===== src/rtl/evt_timer16_pkg.sv =====
package evt_timer16_pkg;
    typedef enum logic [1:0] {
        ST_IDLE      = 2'd0,
        ST_INT       = 2'd1,
        ST_WAIT_FALL = 2'd2,
        ST_EXT       = 2'd3
    } tmr_state_t;
endpackage


===== src/rtl/evt_timer16_edge.sv =====
module evt_timer16_edge #(
    parameter int SYNC_STAGES = 2
) (
    input  logic clk,
    input  logic rst_n,
    input  logic async_mode,
    input  logic pin,
    output logic rise,
    output logic fall
);
    logic [SYNC_STAGES-1:0] chain;
    logic                   sel;
    logic                   prev;

    generate
        for (genvar i = 0; i < SYNC_STAGES; i++) begin : g_stage
            if (i == 0) begin : g_first
                always_ff @(posedge clk) begin
                    if (!rst_n) chain[0] <= 1'b0;
                    else        chain[0] <= pin;
                end
            end else begin : g_next
                always_ff @(posedge clk) begin
                    if (!rst_n) chain[i] <= 1'b0;
                    else        chain[i] <= chain[i-1];
                end
            end
        end
    endgenerate

    assign sel = async_mode ? chain[0] : chain[SYNC_STAGES-1];

    always_ff @(posedge clk) begin
        if (!rst_n) prev <= 1'b0;
        else        prev <= sel;
    end

    assign rise = sel & ~prev;
    assign fall = ~sel & prev;
endmodule


===== src/rtl/evt_timer16_fsm.sv =====
module evt_timer16_fsm
    import evt_timer16_pkg::*;
(
    input  logic       clk,
    input  logic       rst_n,
    input  logic       run,
    input  logic       ext_mode,
    input  logic       fall,
    output tmr_state_t state,
    output logic       src_int,
    output logic       src_ext
);
    tmr_state_t nxt;

    always_ff @(posedge clk) begin
        if (!rst_n) state <= ST_IDLE;
        else        state <= nxt;
    end

    always_comb begin
        nxt = state;
        unique case (state)
            ST_IDLE:      if (run) nxt = ext_mode ? ST_WAIT_FALL : ST_INT;
            ST_INT:       if (!run) nxt = ST_IDLE;
                          else if (ext_mode) nxt = ST_WAIT_FALL;
            ST_WAIT_FALL: if (!run) nxt = ST_IDLE;
                          else if (!ext_mode) nxt = ST_INT;
                          else if (fall) nxt = ST_EXT;
            ST_EXT:       if (!run) nxt = ST_IDLE;
                          else if (!ext_mode) nxt = ST_INT;
            default:      nxt = ST_IDLE;
        endcase
    end

    always_comb begin
        src_int = 1'b0;
        src_ext = 1'b0;
        unique case (state)
            ST_INT:  src_int = run & ~ext_mode;
            ST_EXT:  src_ext = run & ext_mode;
            default: ;
        endcase
    end
endmodule


===== src/rtl/evt_timer16_core.sv =====
module evt_timer16_core #(
    parameter int WIDTH = 16,
    parameter int BYTE  = 8
) (
    input  logic             clk,
    input  logic             rst_n,
    input  logic             inc,
    input  logic             trig_clr,
    input  logic             wr_lo,
    input  logic             wr_hi,
    input  logic [BYTE-1:0]  wr_data,
    input  logic             flag_clr,
    output logic [WIDTH-1:0] count,
    output logic             ovf_flag
);
    localparam logic [WIDTH-1:0] TOP = {WIDTH{1'b1}};
    logic wr_any;
    logic do_inc;
    logic wrap;

    assign wr_any = wr_lo | wr_hi;
    assign do_inc = inc & ~wr_any & ~trig_clr;
    assign wrap   = do_inc & (count == TOP);

    always_ff @(posedge clk) begin
        if (!rst_n) begin
            count <= '0;
        end else if (wr_any) begin
            if (wr_lo) count[BYTE-1:0]     <= wr_data;
            if (wr_hi) count[WIDTH-1:BYTE] <= wr_data;
        end else if (trig_clr) begin
            count <= '0;
        end else if (do_inc) begin
            count <= count + 1'b1;
        end
    end

    always_ff @(posedge clk) begin
        if (!rst_n)        ovf_flag <= 1'b0;
        else if (wrap)     ovf_flag <= 1'b1;
        else if (flag_clr) ovf_flag <= 1'b0;
    end
endmodule


===== src/rtl/evt_timer16.sv =====
module evt_timer16
    import evt_timer16_pkg::*;
#(
    parameter int WIDTH       = 16,
    parameter int SYNC_STAGES = 2
) (
    input  logic             clk,
    input  logic             rst_n,
    input  logic             run,
    input  logic             ext_mode,
    input  logic             async_mode,
    input  logic             tick,
    input  logic             ext_clk,
    input  logic             sleep,
    input  logic             wr_lo,
    input  logic             wr_hi,
    input  logic [7:0]       wr_data,
    input  logic             flag_clr,
    input  logic             trig_clr,
    input  logic             tmr_ie,
    input  logic             periph_ie,
    input  logic             global_ie,
    output logic [WIDTH-1:0] count,
    output logic             ovf_flag,
    output logic             irq,
    output logic             wake
);
    logic       rise, fall;
    logic       src_int, src_ext;
    logic       inc;
    logic       ie_chain;
    tmr_state_t state;

    evt_timer16_edge #(.SYNC_STAGES(SYNC_STAGES)) u_edge (
        .clk(clk), .rst_n(rst_n), .async_mode(async_mode),
        .pin(ext_clk), .rise(rise), .fall(fall)
    );

    evt_timer16_fsm u_fsm (
        .clk(clk), .rst_n(rst_n), .run(run), .ext_mode(ext_mode),
        .fall(fall), .state(state), .src_int(src_int), .src_ext(src_ext)
    );

    assign inc = (src_int & tick & ~sleep)
               | (src_ext & rise & (~sleep | async_mode));

    evt_timer16_core #(.WIDTH(WIDTH), .BYTE(8)) u_core (
        .clk(clk), .rst_n(rst_n), .inc(inc), .trig_clr(trig_clr),
        .wr_lo(wr_lo), .wr_hi(wr_hi), .wr_data(wr_data),
        .flag_clr(flag_clr), .count(count), .ovf_flag(ovf_flag)
    );

    assign ie_chain = ovf_flag & run & tmr_ie & periph_ie;
    assign irq      = ie_chain & global_ie;
    assign wake     = ie_chain & sleep;
endmodule


===== config.mk =====
export PLATFORM = sky130hd
export DESIGN_NAME = evt_timer16
export DESIGN_NICKNAME = d
export VERILOG_FILES = /design/src/rtl/evt_timer16_pkg.sv /design/src/rtl/evt_timer16_edge.sv /design/src/rtl/evt_timer16_fsm.sv /design/src/rtl/evt_timer16_core.sv /design/src/rtl/evt_timer16.sv
export SDC_FILE = /design/constraint.sdc
export NUM_CORES = 1
export LEC_CHECK = 0
export ABC_AREA = 1
export BUFFER_PORTS_ARGS = -buffer_cell sky130_fd_sc_hd__buf_4
export CAP_MARGIN = 25
export CORE_UTILIZATION = 49
export CTS_BUF_LIST = sky130_fd_sc_hd__clkbuf_8
export DETAILED_ROUTE_END_ITERATION = 6
export PLACE_DENSITY_LB_ADDON = 0.3
export SYNTH_ARGS = -nofsm -noshare
export SYNTH_HDL_FRONTEND = slang
export SYNTH_SLANG_ARGS = --single-unit

===== constraint.sdc =====
create_clock -name clk -period 1.4 [get_ports clk]
set_input_delay 0.07 -clock clk [delete_from_list [all_inputs] [get_ports clk]]
set_output_delay 0.07 -clock clk [all_outputs]
set_load 0.01 [all_outputs]

=== Word level (Yosys, flattened, before mapping) ===
Index checks and enable logic that the tools add are counted.

* $add $sub $neg: 1
* Multiply operators: 0
* Div/mod/pow operators: 0
* Magnitude comparators: 0
* Equal/unequal tests: 10
* Shift-type cells: 0
* Mux-type cells: 20
* Bitwise operators: 25
* Reductions and logical operators: 6

{| class="wikitable"
|+ Operators by type and width
! operator !! count
|-
| $mux 16 || 3
|-
| $mux 2 || 9
|-
| $add 16x1->16 const B || 1
|-
| $and 1x1->1 || 16
|-
| $eq 16x16->1 const B || 1
|-
| $mux 8 || 2
|-
| $pmux 2 s4 || 1
|-
| $ne 2x2->1 const B || 3
|-
| $ne 3x3->1 const B || 2
|-
| $not 1->1 || 6
|-
| $mux 1 || 5
|-
| $eq 2x2->1 const B || 2
|-
| $ne 4x4->1 const B || 1
|-
| $reduce_and 2->1 || 2
|-
| $reduce_and 4->1 || 1
|-
| $or 1x1->1 || 3
|-
| $reduce_bool 3->1 || 1
|-
| $eq 2x1->1 const B || 1
|-
| $logic_not 2->1 || 1
|-
| $reduce_bool 2->1 || 1
|}

* Register bits after elaboration: 22
* Latch bits: 0
* Bits in writable memories: 0
* Bits in read-only memories: 0
* Input bits: 23
* Output and inout bits: 19
* Memories kept: 0

=== Longest topological paths before layout ===
Gate-level depths: netlist of run 1.

* Depth in word-level cells: 11
* Mapped depth: 10

=== Cells and area by module ===
A second synthesis of run 1 with hierarchy kept.

* Cell total of the unflattened synthesis: 269
* Area total of the unflattened synthesis: 1531.5 um^2

{| class="wikitable"
|+ Modules (own cells, without submodules)
! module !! times used !! cells an instance !! area each (um^2) !! sequential area each (um^2)
|-
| evt_timer16_core || 1 || 208 || 1197.4 || 340.3
|-
| evt_timer16_fsm || 1 || 27 || 143.9 || 40.0
|-
| evt_timer16_edge || 1 || 21 || 127.6 || 60.1
|-
| evt_timer16 || 1 || 13 || 62.6 || 0.0
|}

=== Least setup slack after synthesis of run 1 ===
OpenSTA, ideal clock, no wires.

* Path kind: register to register
* Start: reg u_core.count[0]
* End: reg u_core.count[10]
* Arrival time: 1.283 ns
* Data required time: 1.288 ns
* Setup slack: 0.005 ns
* Stages on the path, launching flop included: 9
* Buffers on the path: 0
* Clock period less this slack: 1.395 ns
* Path through: dfxtp_1 ha_1 nand3_1 nor2_4 nand2_1 nor2_1 o21ai_1 nor2_1 nor2_1

* Cells in the longest elaborated chain, start to end: 4

{| class="wikitable"
|+ Ends and longest elaborated chain
! what !! RTL line !! RTL
|-
| start: declaration || evt_timer16_core.sv:13 || <nowiki>output logic [WIDTH-1:0] count,</nowiki>
|-
| start signal: indexed assignment || evt_timer16_core.sv:29 || <nowiki>if (wr_lo) count[BYTE-1:0] <= wr_data;</nowiki>
|-
| start signal: indexed assignment || evt_timer16_core.sv:30 || <nowiki>if (wr_hi) count[WIDTH-1:BYTE] <= wr_data;</nowiki>
|-
| start signal: assignment || evt_timer16_core.sv:34 || <nowiki>count <= count + 1'b1;</nowiki>
|-
| $add 16x1->16 || evt_timer16_core.sv:34 ||
|-
| $mux 16 || evt_timer16_core.sv:33 || <nowiki>end else if (do_inc) begin</nowiki>
|-
| $mux 16 || evt_timer16_core.sv:31 || <nowiki>end else if (trig_clr) begin</nowiki>
|-
| $mux 16 || evt_timer16_core.sv:28 || <nowiki>end else if (wr_any) begin</nowiki>
|}

Every way passes these cells. The select of a mux whose other input is x is not followed.
A chain may end at the register's enable or synchronous reset.

=== Worst setup path after layout of run 1 ===
* Start: reg u_core.count[1]
* End: reg u_core.ovf_flag

* Cells in the longest elaborated chain, start to end: 3

{| class="wikitable"
|+ Ends and longest elaborated chain
! what !! RTL line !! RTL
|-
| $eq 16x16->1 (*) || evt_timer16_core.sv:23 || <nowiki>assign wrap = do_inc & (count == TOP);</nowiki>
|-
| $and 1x1->1 (*) || evt_timer16_core.sv:23 ||
|-
| $mux 1 or $reduce_bool 2->1 (tied branches) || - ||
|-
| end signal: assignment || evt_timer16_core.sv:39 || <nowiki>if (!rst_n) ovf_flag <= 1'b0;</nowiki>
|-
| end signal: assignment || evt_timer16_core.sv:40 || <nowiki>else if (wrap) ovf_flag <= 1'b1;</nowiki>
|-
| end signal: assignment || evt_timer16_core.sv:41 || <nowiki>else if (flag_clr) ovf_flag <= 1'b0;</nowiki>
|-
| end: declaration || evt_timer16_core.sv:14 || <nowiki>output logic ovf_flag</nowiki>
|}

Every way passes the cells marked *; elsewhere a longest branch is shown, timed or not.

==> results.sh, run 1 <==
export IMPL_hold_end="u_fsm.state[1]"
export IMPL_gp_congestion=0.862
export IMPL_maxCapViolations=0
export IMPL_p_comb_share_pct=26.3
export IMPL_crit_path_max_fanout=8
export IMPL_grt_overflow=0
export IMPL_clock_path_buffers=2
export IMPL_r2r_end="u_core.ovf_flag"
export IMPL_root_buffer="clkbuf_8"
export IMPL_start_kind="register"
export IMPL_crit_type="register to register"
export IMPL_cts_tree="done"
export IMPL_finalPower_mw=1.63
export IMPL_wire_per_inst_um=12.3
export IMPL_ff2ff_setup_slack_ns=0.06
export IMPL_post_dp_hpwl_mm=2.97
export IMPL_path_clk_slew_ns=0.08
export IMPL_crit_required_ns=1.61
export IMPL_ys_ff_latch=22
export IMPL_layout_drive_gt1_share_pct=26.0
export IMPL_grt_max_degree=24
export IMPL_rsz0062_at_grt="yes"
export IMPL_avgSynthCellArea_um2=5.84
export IMPL_die_area_mm2=0.00335
export IMPL_rows=19
export IMPL_drt_pass1_iter_count=6
export IMPL_synth_warnings=0
export IMPL_grt_pass1_wl_mm=6.72
export IMPL_finalCriticalPeriod_ns=1.34
export IMPL_ys_seq_area_share_pct=28.8
export IMPL_p_sw_mw=0.500
export IMPL_coreArea_mm2=0.00285
export IMPL_grt_pass1_vias=1611
export IMPL_ff2ff_path_depth=6
export IMPL_power_leakage_nw=1.01
export IMPL_dieHeight_um=57.9
export IMPL_vdd_drop_max_mv=0.588
export IMPL_p_per_area_mw_per_mm2=794
export IMPL_violations="design-rule violations"
export IMPL_layout_nets=336
export IMPL_syn_area_mm2=0.00153
export IMPL_min_from="ext_mode"
export IMPL_dr_total_vias=1816
export IMPL_finalSetupViolations=0
export IMPL_grt_use_total_pct=25.6
export IMPL_swShare_pct=30.8
export IMPL_avgViaCountPerCell=5.31
export IMPL_ant_nets=0
export IMPL_crit_slowest_cell="dfxtp_2"
export IMPL_drc_errors=4
export IMPL_wirelength_mm=4.19
export IMPL_whs_path_depth=3
export IMPL_die_w_um=57.9
export IMPL_io_buffers=41
export IMPL_rr_startpoint="u_core.count[1]"
export IMPL_start_util_pct=53.6
export IMPL_htree_levels=1
export IMPL_syn_nets=286
export IMPL_hold_class="primary input to register"
export IMPL_drt_iter0_drc=125
export IMPL_timing_final_crit_share_pct=95.5
export IMPL_cts_made_buffers=3
export IMPL_seq_power_share_pct=44.7
export IMPL_clkPwrFrac_pct=28.9
export IMPL_report_final_slew_viol_count=0
export IMPL_slew_limit_headroom_pct=81.8
export IMPL_critical_path_top_delay_family="simple AND/OR/NAND/NOR gates"
export IMPL_cpPeakStageDelay_ns=0.36
export IMPL_internal_power_mw=1.12
export IMPL_antenna_found_initial=0
export IMPL_worst_pin_slew_ns=0.273
export IMPL_fmax_mhz=748
export IMPL_end_kind="register"
export IMPL_clk_latency_ns=0.27
export IMPL_tns_ns=0
export IMPL_cp_arrival_ns=1.54
export IMPL_status="finished with violations"
export IMPL_post_cts_setup_buffer_count=0
export IMPL_finalHoldViolCount=0
export IMPL_fillCellCount=256
export IMPL_syn_inst=262
export IMPL_clock_sinks=22
export IMPL_clock_skew_ns=0.00180
export IMPL_synth_cell_type_count=30
export IMPL_num_antenna_cells=0
export IMPL_syn2layout_area_growth_pct=33.7
export IMPL_path_buf_inv=0
export IMPL_pin_count=42
export IMPL_worstPathCellList="ha_4, nand3_4, nor2_4, nand3_1, nand3b_1, a21oi_2"
registers in the layout (all words and copies together), names as in the netlist:
name,flops
u_core.count,16
u_edge.chain,2
u_fsm.state,2
u_core.ovf_flag,1
u_edge.prev,1
Yosys cell counts (all sizes together):
cell / number / area share, %
clkbuf: 2 / 0.49
nor4: 1 / 0.41
a21oi: 13 / 4.5
nor3: 2 / 0.98
ha: 1 / 0.82
o21bai: 1 / 0.49
nand3: 32 / 11
inv: 32 / 7.8
buf: 4 / 2.3
nand3b: 3 / 1.5
dfxtp: 22 / 29
nor2: 49 / 13
o21ai: 10 / 3.3
nand2: 80 / 20
xnor2: 1 / 0.57
a22oi: 1 / 0.49
or2: 1 / 0.41
a21boi: 1 / 0.49
nand4: 6 / 2.5
area by class of cell:
cell class	instances	area, um2	share of cell area (%)
tap	31	38.8	1.90
inverter	32	120	5.87
sequential	22	448	21.9
clock buffer	4	55.1	2.69
multi-input combinational	202	998	48.8
timing repair buffer	51	385	18.8
routing by layer:
metal | routed length [um] | up-vias | track usage, %
li1 | - | 933 | -
met1 | 1830 | 802 | 31.6
met2 | 2040 | 77 | 45.8
met3 | 290 | 4 | 4.24
met4 | 34 | 0 | 6.80
met5 | 0 | - | 0
stage by stage:
stage / utilization (%) / setup slack (ns) / cell area, um2 / hold slack [ns] / std cells
after floorplan: - / 0.00480 / 1530 / 0.168 / 262
after global placement: 66.7 / 0.0629 / 1900 / 0.253 / 337
after detailed placement: 66.7 / 0.00220 / 1900 / 0.256 / 337
after CTS: 69.7 / 0.0378 / 1990 / 0.0529 / 342
after global routing: 71.7 / -0.0426 / 2050 / 0.105 / 342
final: 71.7 / 0.0632 / 2050 / 0.0891 / 342
worst max path at each step:
stage,from,endpoint,slack [ns],cells past startpoint
2_1_floorplan,u_core.count[0],u_core.count[10],0.005,8
3_3_place_gp,u_core.count[0],u_core.count[10],0.06,8
3_5_place_dp,u_core.count[1],u_core.count[10],0.002,9
4_1_cts,u_core.count[0],u_core.count[10],0.04,9
5_1_grt,u_core.count[3],u_core.count[15],-0.04,9
6_report,u_core.count[1],u_core.ovf_flag,0.06,6
power groups by stage:
stage / sequential [mW] / clock, mW / combinational (mW)
floorplan: 0.746 / 0 / 0.212
global placement: 0.732 / 0 / 0.399
detailed placement: 0.732 / 0 / 0.407
CTS: 0.722 / 0.475 / 0.415
global route: 0.734 / 0.502 / 0.475
finish: 0.727 / 0.470 / 0.428
cell usage in the layout, fill, tap and decap left out, drive strengths merged:
master        n
a21boi        1
a21oi        13
a22oi         1
buf          50
clkbuf        4
dfxtp        22
dlygate4sd3   1
ha            1
inv          32
nand2        80
nand3        32
nand3b        3
nand4         6
nor2         49
nor3          2
nor4          1
o21ai        10
o21bai        1
or2           1
xnor2         1
worst min-delay path: cells and delay by family:
kind                   cells  cell delay (ns)
and+or+nand+nor            2             0.16
buffers and inverters      1             0.10
cells by family after synthesis:
group / count (synthesis) / synth area share [%]
compound gates: 26 / 9.24
fa+ha+maj: 1 / 0.818
flops: 22 / 28.8
simple gates: 174 / 50.0
xor+xnor: 1 / 0.572
buf+inv: 38 / 10.6
timing repair:
item,4_1_cts,5_1_grt
setup endpoints to repair,5,17
endpoints found under the hold margin,1,0
resized for setup,6,15
pin swaps,1,7
hold buffers,1,0
Power figures use the tool's default switching activity.
==> inputs of run 2 (changes only) <==
- PLACE_DENSITY: default -> 0.78
- PLACE_DENSITY_LB_ADDON: 0.3 -> default
==> results.sh, run 2 (same netlist as run 1, synthesis figures left out) <==
export IMPL_dieHeight_um=57.9
export IMPL_status="finished with violations"
export IMPL_report_final_slew_viol_count=0
export IMPL_clk_latency_ns=0.27
export IMPL_ant_nets=0
export IMPL_r2r_end="u_core.count[0]"
export IMPL_slew_limit_headroom_pct=76.5
export IMPL_reg_largest_list="u_core.count: 16 flops, u_edge.chain: 2 flops, u_fsm.state: 2 flops"
export IMPL_rr_startpoint="u_fsm.state[0]"
export IMPL_finalCriticalPeriod_ns=1.38
export IMPL_crit_type="register to register"
export IMPL_power_leakage_nw=1.06
export IMPL_top_register="u_core.count"
export IMPL_hold_end="u_core.ovf_flag"
export IMPL_crit_required_ns=1.56
export IMPL_routedLengthMet1_mm=2.09
export IMPL_syn2layout_area_growth_pct=41.6
export IMPL_pin_count=42
export IMPL_dr_total_vias=1865
export IMPL_setup_ws_ns=0.0230
export IMPL_hold_class="primary input to register"
export IMPL_gp_congestion=0.869
export IMPL_rsz0062_at_grt="yes"
export IMPL_vdd_drop_max_mv=0.718
export IMPL_wirelength_mm=4.86
export IMPL_grt_pass1_vias=1682
export IMPL_finalSetupViolations=0
export IMPL_tns_ns=0
export IMPL_root_buffer="clkbuf_8"
export IMPL_layout_nets=340
export IMPL_finalInstanceArea_mm2=0.00217
export IMPL_crit_path_max_fanout=6
export IMPL_grt_max_degree=24
export IMPL_clock_skew_ns=0.00586
export IMPL_htree_levels=1
export IMPL_wire_per_inst_um=14.0
export IMPL_die_area_mm2=0.00335
export IMPL_min_from="flag_clr"
export IMPL_num_antenna_cells=0
export IMPL_drt_pass1_iter_count=7
export IMPL_wl_met3_um=287
export IMPL_ff2ff_setup_slack_ns=0.02
export IMPL_cp_arrival_ns=1.54
export IMPL_antenna_found_initial=0
export IMPL_ff2ff_path_depth=7
export IMPL_grt_pass1_wl_mm=7.20
export IMPL_clock_sinks=22
export IMPL_fmax_mhz=726
export IMPL_p_per_area_mw_per_mm2=777
export IMPL_path_clk_slew_ns=0.09
export IMPL_rows=19
export IMPL_dr_wl_met2_mm=2.43
export IMPL_avgViaCountPerCell=5.39
export IMPL_grt_overflow=0
export IMPL_start_kind="register"
export IMPL_whs_path_depth=4
export IMPL_clock_path_buffers=2
export IMPL_highest_layer="met4"
export IMPL_finalHoldViolCount=0
export IMPL_cts_made_buffers=3
export IMPL_coreArea_mm2=0.00285
export IMPL_largest_reg_flops=16
export IMPL_place_area_mm2=0.00191
export IMPL_final_common_cell="nand2_1"
export IMPL_drc_errors=2
export IMPL_start_util_pct=53.6
export IMPL_grt_use_total_pct=27.5
export IMPL_post_dp_hpwl_mm=3.06
export IMPL_maxCapViolations=0
export IMPL_die_w_um=57.9
export IMPL_postLayoutCoreUtil_pct=76.0
export IMPL_violations="design-rule violations"
export IMPL_cts_tree="done"
export IMPL_layout_common_cells="70 x nand2_1, 52 x buf_4, 37 x nor2_1"
export IMPL_end_kind="register"
export IMPL_worst_pin_slew_ns=0.352
export IMPL_drt_iter0_drc=115
export IMPL_layout_drive_gt1_share_pct=32.1
export IMPL_io_buffers=41
export IMPL_place_ws_ns=-0.0177
export IMPL_timing_final_crit_share_pct=98.4
==> run 2: cell count changes in the layout (fill, tap and decap cells not counted), moves of 3 or more <==
cell / before / now
nor2_2: 3 / 9
nand2_4: 0 / 4
nor2_1: 43 / 37
nand2_2: 3 / 6
nand2_1: 76 / 70
dfxtp_1: 16 / 13
a21oi_2: 3 / 0
==> run 2: final cells by class <==
class                           count  area [um2]
Fill cell                         262         686
Sequential cell                    22         457
Timing Repair Buffer               53         400
Inverter                           32         120
Multi-Input combinational cell    204        1100
Clock buffer                        4        55.1
Tap cell                           31        38.8
==> run 2: metal layers <==
metal,vias to the layer above,global-route usage [%]
li1,945,-
met1,845,36.0
met2,67,46.5
met3,8,4.69
met4,0,8.16
met5,-,0
==> run 2: through the flow <==
stage	power (mW)	hold WS, ns	instances
3_5_place_dp	1.14	0.258	338
3_3_place_gp	1.14	0.254	338
2_1_floorplan	0.958	0.168	262
5_1_grt	1.77	0.0569	346
4_1_cts	1.62	0.0484	343
6_report	1.68	0.0492	346
==> run 2: repair_timing <==
item	CTS	global route
endpoints found under the hold margin	1	0
endpoints found under the setup margin	2	17
cloned	0	2
resized for setup	4	42
hold buffers	1	0
setup buffers	0	2
pin swaps	1	13
==> run 2: worst max-delay path by stage <==
stage,from,endpoint,slack [ns],cells after the start
global route,u_core.count[8],u_core.count[15],-0.07,9
detailed placement,u_fsm.state[0],u_core.count[4],-0.02,9
floorplan,u_core.count[0],u_core.count[10],0.005,8
finish,u_fsm.state[0],u_core.count[0],0.02,7
global placement,u_core.count[0],u_core.count[12],0.02,8
CTS,u_core.count[0],u_core.count[10],0.02,9
==> run 2: worst max-delay path, stage by stage, from the launching register on <==
cell and delay [ns]:
dfxtp_4 0.39, nand2_4 0.06, nor3_4 0.19, nand2_2 0.10, nand3_4 0.17, nand2_4 0.11
a21oi_1 0.19, nor2_1 0.07
==> run 2: report_power, final <==
| part | leakage (nW) | internal, mW | switching (mW) |
|---|---|---|---|
| clock network | 0.0288 | 0.252 | 0.226 |
| logic | 0.844 | 0.213 | 0.261 |
| registers | 0.185 | 0.674 | 0.0578 |
